--- src/rtl/dcr_pkg.sv ---
package dcr_pkg;
  localparam int UNITS  = 4;
  localparam int DIV_W  = 4;
  localparam int ADDR_W = 5;
  localparam int DATA_W = 32;

  typedef enum logic [2:0] {
    SEL_GATE, SEL_BUSG, SEL_RST, SEL_DIV, SEL_ROUTE, SEL_NONE
  } reg_sel_e;

  function automatic reg_sel_e addr_decode(input logic [ADDR_W-1:0] a);
    case (a)
      5'h00:   return SEL_GATE;
      5'h04:   return SEL_BUSG;
      5'h08:   return SEL_RST;
      5'h0C:   return SEL_DIV;
      5'h10:   return SEL_ROUTE;
      default: return SEL_NONE;
    endcase
  endfunction

  function automatic logic [DIV_W-1:0] div_field(
      input logic [UNITS*DIV_W-1:0] packed_v, input int idx);
    return packed_v[idx*DIV_W +: DIV_W];
  endfunction
endpackage

--- src/rtl/dcr_regs.sv ---
module dcr_regs
  import dcr_pkg::*;
#(
  parameter int N_UNIT = UNITS,
  parameter int DW     = DIV_W
) (
  input  logic                   clk,
  input  logic                   rst_n,
  input  logic                   wr,
  input  logic                   rd,
  input  logic [ADDR_W-1:0]      addr,
  input  logic [DATA_W-1:0]      wdata,
  output logic [DATA_W-1:0]      rdata,
  output logic [N_UNIT-1:0]      gate_q,
  output logic [N_UNIT-1:0]      busg_q,
  output logic [N_UNIT-1:0]      rstb_q,
  output logic [N_UNIT*DW-1:0]   div_q,
  output logic                   route_q,
  output logic                   div_wr
);
  localparam int DIVS_W = N_UNIT * DW;

  reg_sel_e          sel;
  logic [DATA_W-1:0] rd_mux;

  assign sel    = addr_decode(addr);
  assign div_wr = wr && (sel == SEL_DIV);

  always_ff @(posedge clk or negedge rst_n) begin
    if (!rst_n) begin
      gate_q  <= '0;
      busg_q  <= '0;
      rstb_q  <= '0;
      div_q   <= '0;
      route_q <= 1'b0;
    end else if (wr) begin
      case (sel)
        SEL_GATE:  gate_q  <= wdata[N_UNIT-1:0];
        SEL_BUSG:  busg_q  <= wdata[N_UNIT-1:0];
        SEL_RST:   rstb_q  <= wdata[N_UNIT-1:0];
        SEL_DIV:   div_q   <= wdata[DIVS_W-1:0];
        SEL_ROUTE: route_q <= wdata[0];
        default: ;
      endcase
    end
  end

  always_comb begin
    rd_mux = '0;
    case (sel)
      SEL_GATE:  rd_mux[N_UNIT-1:0] = gate_q;
      SEL_BUSG:  rd_mux[N_UNIT-1:0] = busg_q;
      SEL_RST:   rd_mux[N_UNIT-1:0] = rstb_q;
      SEL_DIV:   rd_mux[DIVS_W-1:0] = div_q;
      SEL_ROUTE: rd_mux[0]          = route_q;
      default: ;
    endcase
  end

  always_ff @(posedge clk or negedge rst_n) begin
    if (!rst_n)  rdata <= '0;
    else if (rd) rdata <= rd_mux;
  end


  gate_wr_chk: assert property (@(posedge clk) disable iff (!rst_n)
    (wr && sel == SEL_GATE) |=> (gate_q == $past(wdata[N_UNIT-1:0])));


  rdata_hold_chk: assert property (@(posedge clk) disable iff (!rst_n)
    !rd |=> $stable(rdata));


  rsvd_zero_chk: assert property (@(posedge clk) disable iff (!rst_n)
    rdata[DATA_W-1:DIVS_W] == '0);
endmodule

--- src/rtl/dcr_div.sv ---
module dcr_div #(
  parameter int DW = 4
) (
  input  logic          clk,
  input  logic          rst_n,
  input  logic          gate,
  input  logic [DW-1:0] ratio_m1,
  input  logic          restart,
  output logic          strobe
);
  logic [DW-1:0] cnt_q;
  logic          wrap;
  logic          clear;

  assign wrap   = (cnt_q == ratio_m1);
  assign clear  = restart || !gate;
  assign strobe = gate && wrap;

  always_ff @(posedge clk or negedge rst_n) begin
    if (!rst_n)       cnt_q <= '0;
    else if (clear)   cnt_q <= '0;
    else if (wrap)    cnt_q <= '0;
    else              cnt_q <= cnt_q + 1'b1;
  end


  cnt_bound_chk: assert property (@(posedge clk) disable iff (!rst_n)
    cnt_q <= ratio_m1);


  strobe_gap_chk: assert property (@(posedge clk) disable iff (!rst_n)
    (strobe && ratio_m1 != '0 && !restart) |=> !strobe);


  gate_clear_chk: assert property (@(posedge clk) disable iff (!rst_n)
    !gate |=> (cnt_q == '0));
endmodule

--- src/rtl/dcr_rst_map.sv ---
module dcr_rst_map #(
  parameter int N_UNIT   = 4,
  parameter bit SHARE_EN = 1'b0,
  parameter int SRC_IDX  = 2,
  parameter int DST_IDX  = 1
) (
  input  logic [N_UNIT-1:0] rst_bits,
  output logic [N_UNIT-1:0] rst_out_n
);
  generate
    for (genvar u = 0; u < N_UNIT; u++) begin : g_unit
      if (SHARE_EN && u == DST_IDX) begin : g_shared
        assign rst_out_n[u] = rst_bits[SRC_IDX];
      end else begin : g_own
        assign rst_out_n[u] = rst_bits[u];
      end
    end
  endgenerate
endmodule

--- src/rtl/dispctl_clkrst.sv ---
module dispctl_clkrst
  import dcr_pkg::*;
#(
  parameter int N_UNIT       = UNITS,
  parameter int DW           = DIV_W,
  parameter bit SHARE_WB_RST = 1'b0
) (
  input  logic              clk,
  input  logic              rst_n,
  input  logic              reg_wr,
  input  logic              reg_rd,
  input  logic [4:0]        reg_addr,
  input  logic [31:0]       reg_wdata,
  output logic [31:0]       reg_rdata,
  output logic [N_UNIT-1:0] mod_clk_en,
  output logic [N_UNIT-1:0] bus_clk_en,
  output logic [N_UNIT-1:0] bus_rst_n,
  output logic [N_UNIT-1:0] div_strobe,
  output logic              route_swap
);
  localparam int WB_IDX = 2;
  localparam int M1_IDX = 1;

  logic [N_UNIT-1:0]    gate_q;
  logic [N_UNIT-1:0]    rstb_q;
  logic [N_UNIT*DW-1:0] div_q;
  logic                 div_wr;

  dcr_regs #(.N_UNIT(N_UNIT), .DW(DW)) u_regs (
    .clk    (clk),
    .rst_n  (rst_n),
    .wr     (reg_wr),
    .rd     (reg_rd),
    .addr   (reg_addr),
    .wdata  (reg_wdata),
    .rdata  (reg_rdata),
    .gate_q (gate_q),
    .busg_q (bus_clk_en),
    .rstb_q (rstb_q),
    .div_q  (div_q),
    .route_q(route_swap),
    .div_wr (div_wr)
  );

  assign mod_clk_en = gate_q;

  generate
    for (genvar u = 0; u < N_UNIT; u++) begin : g_div
      dcr_div #(.DW(DW)) u_div (
        .clk     (clk),
        .rst_n   (rst_n),
        .gate    (gate_q[u]),
        .ratio_m1(div_field(div_q, u)),
        .restart (div_wr),
        .strobe  (div_strobe[u])
      );
    end
  endgenerate

  dcr_rst_map #(
    .N_UNIT(N_UNIT), .SHARE_EN(SHARE_WB_RST),
    .SRC_IDX(WB_IDX), .DST_IDX(M1_IDX)
  ) u_rst_map (
    .rst_bits (rstb_q),
    .rst_out_n(bus_rst_n)
  );

  logic rst_wr;
  assign rst_wr = reg_wr && (addr_decode(reg_addr) == SEL_RST);


  wb_rst_wr_chk: assert property (@(posedge clk) disable iff (!rst_n)
    rst_wr |=> (bus_rst_n[WB_IDX] == $past(reg_wdata[WB_IDX])));


  m1_rst_wr_chk: assert property (@(posedge clk) disable iff (!rst_n)
    rst_wr |=> (bus_rst_n[M1_IDX] ==
                $past(SHARE_WB_RST ? reg_wdata[WB_IDX] : reg_wdata[M1_IDX])));


  route_wr_chk: assert property (@(posedge clk) disable iff (!rst_n)
    (reg_wr && addr_decode(reg_addr) == SEL_ROUTE) |=> (route_swap == $past(reg_wdata[0])));
endmodule

--- config.mk ---
export PLATFORM = sky130hd
export DESIGN_NAME = dispctl_clkrst
export DESIGN_NICKNAME = d
export VERILOG_FILES = /design/src/rtl/dcr_pkg.sv /design/src/rtl/dcr_regs.sv /design/src/rtl/dcr_div.sv /design/src/rtl/dcr_rst_map.sv /design/src/rtl/dispctl_clkrst.sv
export SDC_FILE = /design/constraint.sdc
export NUM_CORES = 1
export LEC_CHECK = 0
export ABC_CLOCK_PERIOD_IN_PS = 1300
export BUFFER_PORTS_ARGS = -buffer_cell sky130_fd_sc_hd__buf_2
export CAP_MARGIN = 20
export CORE_ASPECT_RATIO = 1.75
export CORE_MARGIN = 3
export CORE_UTILIZATION = 46
export DETAILED_ROUTE_END_ITERATION = 12
export GPL_ROUTABILITY_DRIVEN = 0
export PLACE_DENSITY_LB_ADDON = 0.12
export SETUP_SLACK_MARGIN = 0.5
export SYNTH_ARGS = -nofsm -noshare
export SYNTH_HDL_FRONTEND = slang
export SYNTH_SLANG_ARGS = --single-unit
--- constraint.sdc ---
create_clock -name clk -period 1.3 [get_ports clk]
set_input_delay 0.26 -clock clk [delete_from_list [all_inputs] [get_ports clk]]
set_output_delay 0.26 -clock clk [all_outputs]
set_load 0.03 [all_outputs]
======== Word level (Yosys, flattened, before mapping) ========
Cells that the tools add are included.
word-level totals
  register bits ........................... 61
  bits in latches ......................... 0
  RAM bits ................................ 0
  memory bits (read-only) ................. 0
  bits of input ports ..................... 41
  output and inout port bits .............. 49
  word-level logic and storage cells ...... 58
  memories ................................ 0
cells by class
  $add $sub $neg .......................... 4
  multipliers ............................. 0
  div/mod/pow operators ................... 0
  $lt $le $gt $ge ......................... 0
  equality and inequality tests ........... 12
  shift-type cells ........................ 0
  mux-type cells .......................... 12
  bitwise gates (word level) .............. 0
  reductions and logical operators ........ 20
operators by type and width
  kind                                                                    count
  4-bit 2-to-1 mux                                                        8
  4-bit by 1-bit adder with 4-bit output (second input constant)          4
  4-bit equality test                                                     4
  3-bit case mux with 5 select lines                                      1
  12-bit 2-to-1 mux                                                       1
  3-bit case mux with 4 select lines                                      1
  5-bit by 4-bit equality test with 1-bit output (second input constant)  2
  2-bit AND reduction                                                     5
  3-bit by 2-bit equality test with 1-bit output (second input constant)  2
  5-bit by 3-bit equality test with 1-bit output (second input constant)  1
  5-bit equality test (second input constant)                             1
  1-bit logical AND                                                       5
  5-bit logical NOT                                                       1
  1-bit case mux with 5 select lines                                      1
  1-bit logical NOT                                                       4
  1-bit logical OR                                                        4
  3-bit by 1-bit equality test with 1-bit output (second input constant)  1
  3-bit equality test (second input constant)                             1
  3-bit logical NOT                                                       1

======== Longest topological paths before layout ========
  word-level depth ........................ 6
  mapped depth ............................ 5
  mapped depth without buffers ............ 3

======== By module ========
A second synthesis with hierarchy kept.
second synthesis, totals
  cell total of the unflattened synthesis .. 226
  area total of the unflattened synthesis .. 2,977.9 µm²
by module, submodules not included
  module       instances  cells each  area an instance (µm²)  sequential area each (µm²)
  dcr_regs     1          146         2,042.0                 1,126.1
  dcr_div      4          19          226.5                   100.1
  dcr_rst_map  1          4           30.0                    0.0

======== Least setup slack after synthesis ========
OpenSTA, ideal clock, no wires.
  path type ............................... input to register
  start point ............................. input reg_addr[1]
  end point ............................... register u_regs.div_q[2]
  setup time .............................. 0.125 ns
  data arrival time ....................... 1.380 ns
  data required time ...................... 1.175 ns
  path slack .............................. -0.205 ns
  stages .................................. 5
  buffers on the path ..................... 2
  cell sequence ........................... nor4b_4 -> and3_1 -> buf_6 -> buf_12 -> mux2_2
on the way
  word-level cells in the longest chain between the ends .. 4
  elaborated cells on any way between the ends .. 8
  classes of those cells .................. eq/ne: 5; mux: 1; reduce/logical: 2
ends and longest elaborated chain
  item                                                RTL line              source
  start: declaration                                  dispctl_clkrst.sv:12  input logic [4:0] reg_addr,
  5-bit equality test (tied with other cells)         dcr_pkg.sv:12         case (a)
  3-bit case mux with 5 select lines (*)              dcr_pkg.sv:12
  3-bit by 2-bit equality test with 1-bit output (*)  dcr_regs.sv:37        case (sel)
  2-bit AND reduction (no line) (*)                   n/a
  end signal: assignment                              dcr_regs.sv:41        SEL_DIV: div_q <= wdata[DIVS_W-1:0];
  end: declaration                                    dcr_regs.sv:17        output logic [N_UNIT*DW-1:0] div_q,
Mark *: on every way between the ends. The rest lies on a longest branch, timed or not.
A chain may end at the register's enable or synchronous reset.

======== Final worst setup path ========
  start point ............................. register g_div[1].u_div.cnt_q[1]
  end point ............................... output div_strobe[1]
on the way
  word-level cells in the longest chain between the ends .. 2
ends and longest elaborated chain
  item                      RTL line              source
  start: declaration        dcr_div.sv:11         logic [DW-1:0] cnt_q;
  start signal: assignment  dcr_div.sv:23         else cnt_q <= cnt_q + 1'b1;
  4-bit equality test       dcr_div.sv:15         assign wrap = (cnt_q == ratio_m1);
  1-bit logical AND         dcr_div.sv:17         assign strobe = gate && wrap;
  end: declaration          dispctl_clkrst.sv:18  output logic [N_UNIT-1:0] div_strobe,
Every way passes these cells.

==> impl_metrics.toml <==
[global_routing]
grt_overflow = 0
grt_first_pass_wirelength_mm = 12.9
grt_pass1_vias = 2616
grt_usage_pct = 23.1
antenna_found_initial = 0
grt_start_max_net_pins = 62

[sta]
fin_crit_ns = 1.79
max_freq_mhz = 557
hold_viol = 0
fin_tns_setup_ns = -3.53
fin_worst_skew_ns = 0.00907
rsz0062_at_grt = "yes"
setup-violations-final = 16
period_share_pct = 138
slew_violations = 0
setup_ws_ns = -0.494

[finish]
fin_util_pct = 82.5
syn2layout_area_growth_pct = 73.6
nFillCells = 344
finalNetCount = 457
antenna_cells = 0
drive_gt1_share_pct = 64.3
finalInstanceArea_sq_um = 5140

[clock_network]
cts.clk_slew.worst_paths_ns = 0.07
clock-sinks = 61
cts_tree = "yes"
cts-htree-levels = 3
clk_latency_ns = 0.34
cts_buffers = 9
cts-root-buf = "clkbuf_8"
clk_path_buf_depth = 2

[status]
violations = "setup timing"
status = "finished, violations left"

[pwr]
clkPwrFrac_pct = 30.1
power_density_nw_per_um2 = 1310
leakagePower_nw = 2.64
internal_power_w = 0.00476
p_sw_w = 0.00199
p_comb_share_pct = 34.8
total_power_w = 0.00675
p_sw_share_pct = 29.5
ir_worst_vdd_mv = 1.36
seqPwrFrac_pct = 35.1

[placement]
portBuffers = 57
dp_hpwl_mm = 4.89
placed_area_sq_um = 3750
place_worst_setup_slack_ns = -0.293

[die]
rows = 38
ioPinCount = 90
coreArea_sq_um = 6230
fp.dieW_um = 66.6
die_area_sq_um = 7470
die_y_um = 112
start_util_pct = 47.5

[critical_path]
worst-path-buf-inv = 1
crit_type = "reg -> out"
endpoint_kind = "output pin"
cp_cell_sequence = "xor2_2 -> nor4_1 -> and2_1 -> buf_6"
arrival_ns = 1.53
crit_slowest_cell = "dfrtp_1"
path_delay_family = "simple AND/OR/NAND/NOR gates"
critPathMaxFanout = 2
cp.required_ns = 1.04
startpoint_type = "register"
cp_slowest_stage_delay_ns = 0.41

[drt]
drt_pre_antenna_iters = 4
via_count = 2525
drc = 0
vias_per_cell = 5.08
wl_mm = 9.18
antenna_left = 0
wl_per_cell_um = 18.5
drt_iter0_drc = 83

[run]
drv_cap = 0

[synthesis]
synth-seq-area-share_pct = 51.6
synth_area_sq_um = 2960
synth-seq-cells = 61
synthDistinctLibCells = 33
avgSynthCellArea_sq_um = 13.0
syn_inst = 228
ys_warn_count = 0

[hold_path]
min_path_type = "in -> reg"
[registers in the layout, summed over array words and instances (netlist names)]
register,cells
g_div.u_div.cnt_q,16
u_regs.busg_q,4
u_regs.div_q,16
u_regs.gate_q,4
u_regs.rdata,16
u_regs.route_q,1
u_regs.rstb_q,4
[power by group through the flow]
stage | logic [W] | clock network, W | registers (W)
final | 0.00235 | 0.00203 | 0.00237
after global routing | 0.00251 | 0.00214 | 0.00239
after CTS | 0.00203 | 0.00205 | 0.00234
after detailed placement | 0.00159 | 0 | 0.00238
after global placement | 0.00156 | 0 | 0.00237
after floorplan | 0.000868 | 0 | 0.00249
[through the flow]
step                      std cells  hold slack [ns]
final                           497            0.145
after global routing            497            0.136
after CTS                       470            0.125
after detailed placement        412            0.295
after global placement          412            0.297
after floorplan                 243          -0.0356
[layout make-up]
cell class	count	area (sq um)	share of cell area (%)
Timing Repair Buffer	190	1790	34.7
Inverter	1	3.75	0.0730
Multi-Input combinational cell	149	1470	28.6
Clock inverter	3	65.1	1.27
Sequential cell	61	1540	29.9
Clock buffer	13	179	3.48
Tap cell	80	100	1.95
[routing by layer]
layer / part of all wire (%) / wire [um] / vias up / track usage, %
met2: 56 / 5110 / 81 / 39.5
met1: 37 / 3380 / 1271 / 26.9
met4: 2.6 / 240 / 0 / 9.91
met5: 0 / 0 / - / 0
li1: - / - / 1156 / -
met3: 4.9 / 452 / 17 / 5.41
[worst paths after layout]
path	start	endpoint	depth (start not counted)	slack (ns)
max	g_div[1].u_div.cnt_q[1]$_DFF_PN0_	div_strobe[1]	4	-0.49
max reg2reg	g_div[0].u_div.cnt_q[3]$_DFF_PN0_	g_div[0].u_div.cnt_q[1]$_DFF_PN0_	6	-0.19
min reg2reg	u_regs.route_q$_DFFE_PN0P_	u_regs.route_q$_DFFE_PN0P_	1	0.55
min	reg_wdata[8]	u_regs.div_q[8]$_DFFE_PN0P_	2	0.14
max in group asynchronous	rst_n	u_regs.div_q[5]$_DFFE_PN0P_	3	0.63
min in group asynchronous	rst_n	u_regs.rdata[2]$_DFFE_PN0P_	3	0.48
[worst reg2reg max path, stage by stage (launching register included)]
cell and delay [ns]:
dfrtp_1 0.39, xor2_1 0.19, buf_4 0.15, buf_6 0.11, o41ai_4 0.30, buf_4 0.19
nor3b_2 0.05
[logic make-up (layout without fill, tap and decap cells)]
group | Yosys count | in the layout | share of synthesized area, %
buf+inv | 33 | 207 | 8.75
simple gates | 43 | 43 | 8.96
compound gates | 28 | 28 | 7.73
xor+xnor | 24 | 24 | 7.10
fa+ha+maj | 4 | 4 | 1.69
flops | 61 | 61 | 51.6
mux | 34 | 34 | 14.1
other cells | 1 | 16 | 0.127
[Yosys cell counts]
| cell type | n | area share [%] |
|---|---|---|
| a211oi_1 | 1 | 0.25 |
| a21oi_1 | 1 | 0.17 |
| a22o_1 | 12 | 3.6 |
| a2bb2oi_1 | 3 | 0.89 |
| a32oi_1 | 4 | 1.2 |
| and2_1 | 5 | 1.1 |
| and3_1 | 3 | 0.63 |
| buf_12 | 2 | 1.4 |
| buf_2 | 4 | 0.68 |
| buf_4 | 24 | 6.1 |
| buf_6 | 1 | 0.38 |
| clkbuf_1 | 1 | 0.13 |
| clkinv_1 | 1 | 0.13 |
| conb_1 | 1 | 0.13 |
| dfrtp_1 | 61 | 52 |
| ha_1 | 4 | 1.7 |
| mux2_1 | 1 | 0.38 |
| mux2_2 | 20 | 7.6 |
| mux2_4 | 10 | 5.1 |
| mux2i_1 | 3 | 1.0 |
| nand2_1 | 1 | 0.13 |
| nand3_1 | 5 | 0.85 |
| nand3b_1 | 2 | 0.51 |
| nor2_1 | 1 | 0.13 |
| nor2b_1 | 1 | 0.21 |
| nor3_1 | 14 | 2.4 |
| nor3b_1 | 4 | 1.0 |
| nor4_1 | 6 | 1.3 |
| nor4b_4 | 1 | 0.80 |
| o21ai_0 | 3 | 0.51 |
| o41ai_1 | 4 | 1.2 |
| xnor2_1 | 4 | 1.2 |
| xor2_1 | 20 | 5.9 |
[cells in the final DEF (no fill, tap or decap), types with 3 or more instances in the layout]
cell,instances
o21ai_1,3
buf_12,5
nor3b_1,3
nor3_2,5
a32oi_1,3
dfrtp_2,8
a22o_1,12
conb_1,16
nor4_1,3
nor3_1,9
and2_1,5
clkbuf_8,13
xor2_1,18
buf_16,4
buf_6,57
dfrtp_1,53
mux2_4,30
buf_2,20
ha_1,4
nand3_1,5
and3_4,3
o41ai_2,3
buf_4,99
xnor2_1,4
[repair_timing]
item                                    CTS  global route
endpoints found under the hold margin    61             0
hold buffers                              1             0
resized for setup                       114            30
endpoints found under the setup margin   94           110
pin swaps                                21            21
cloned                                    3             2
setup buffers                            38            25
Power figures use the tool's default switching activity.
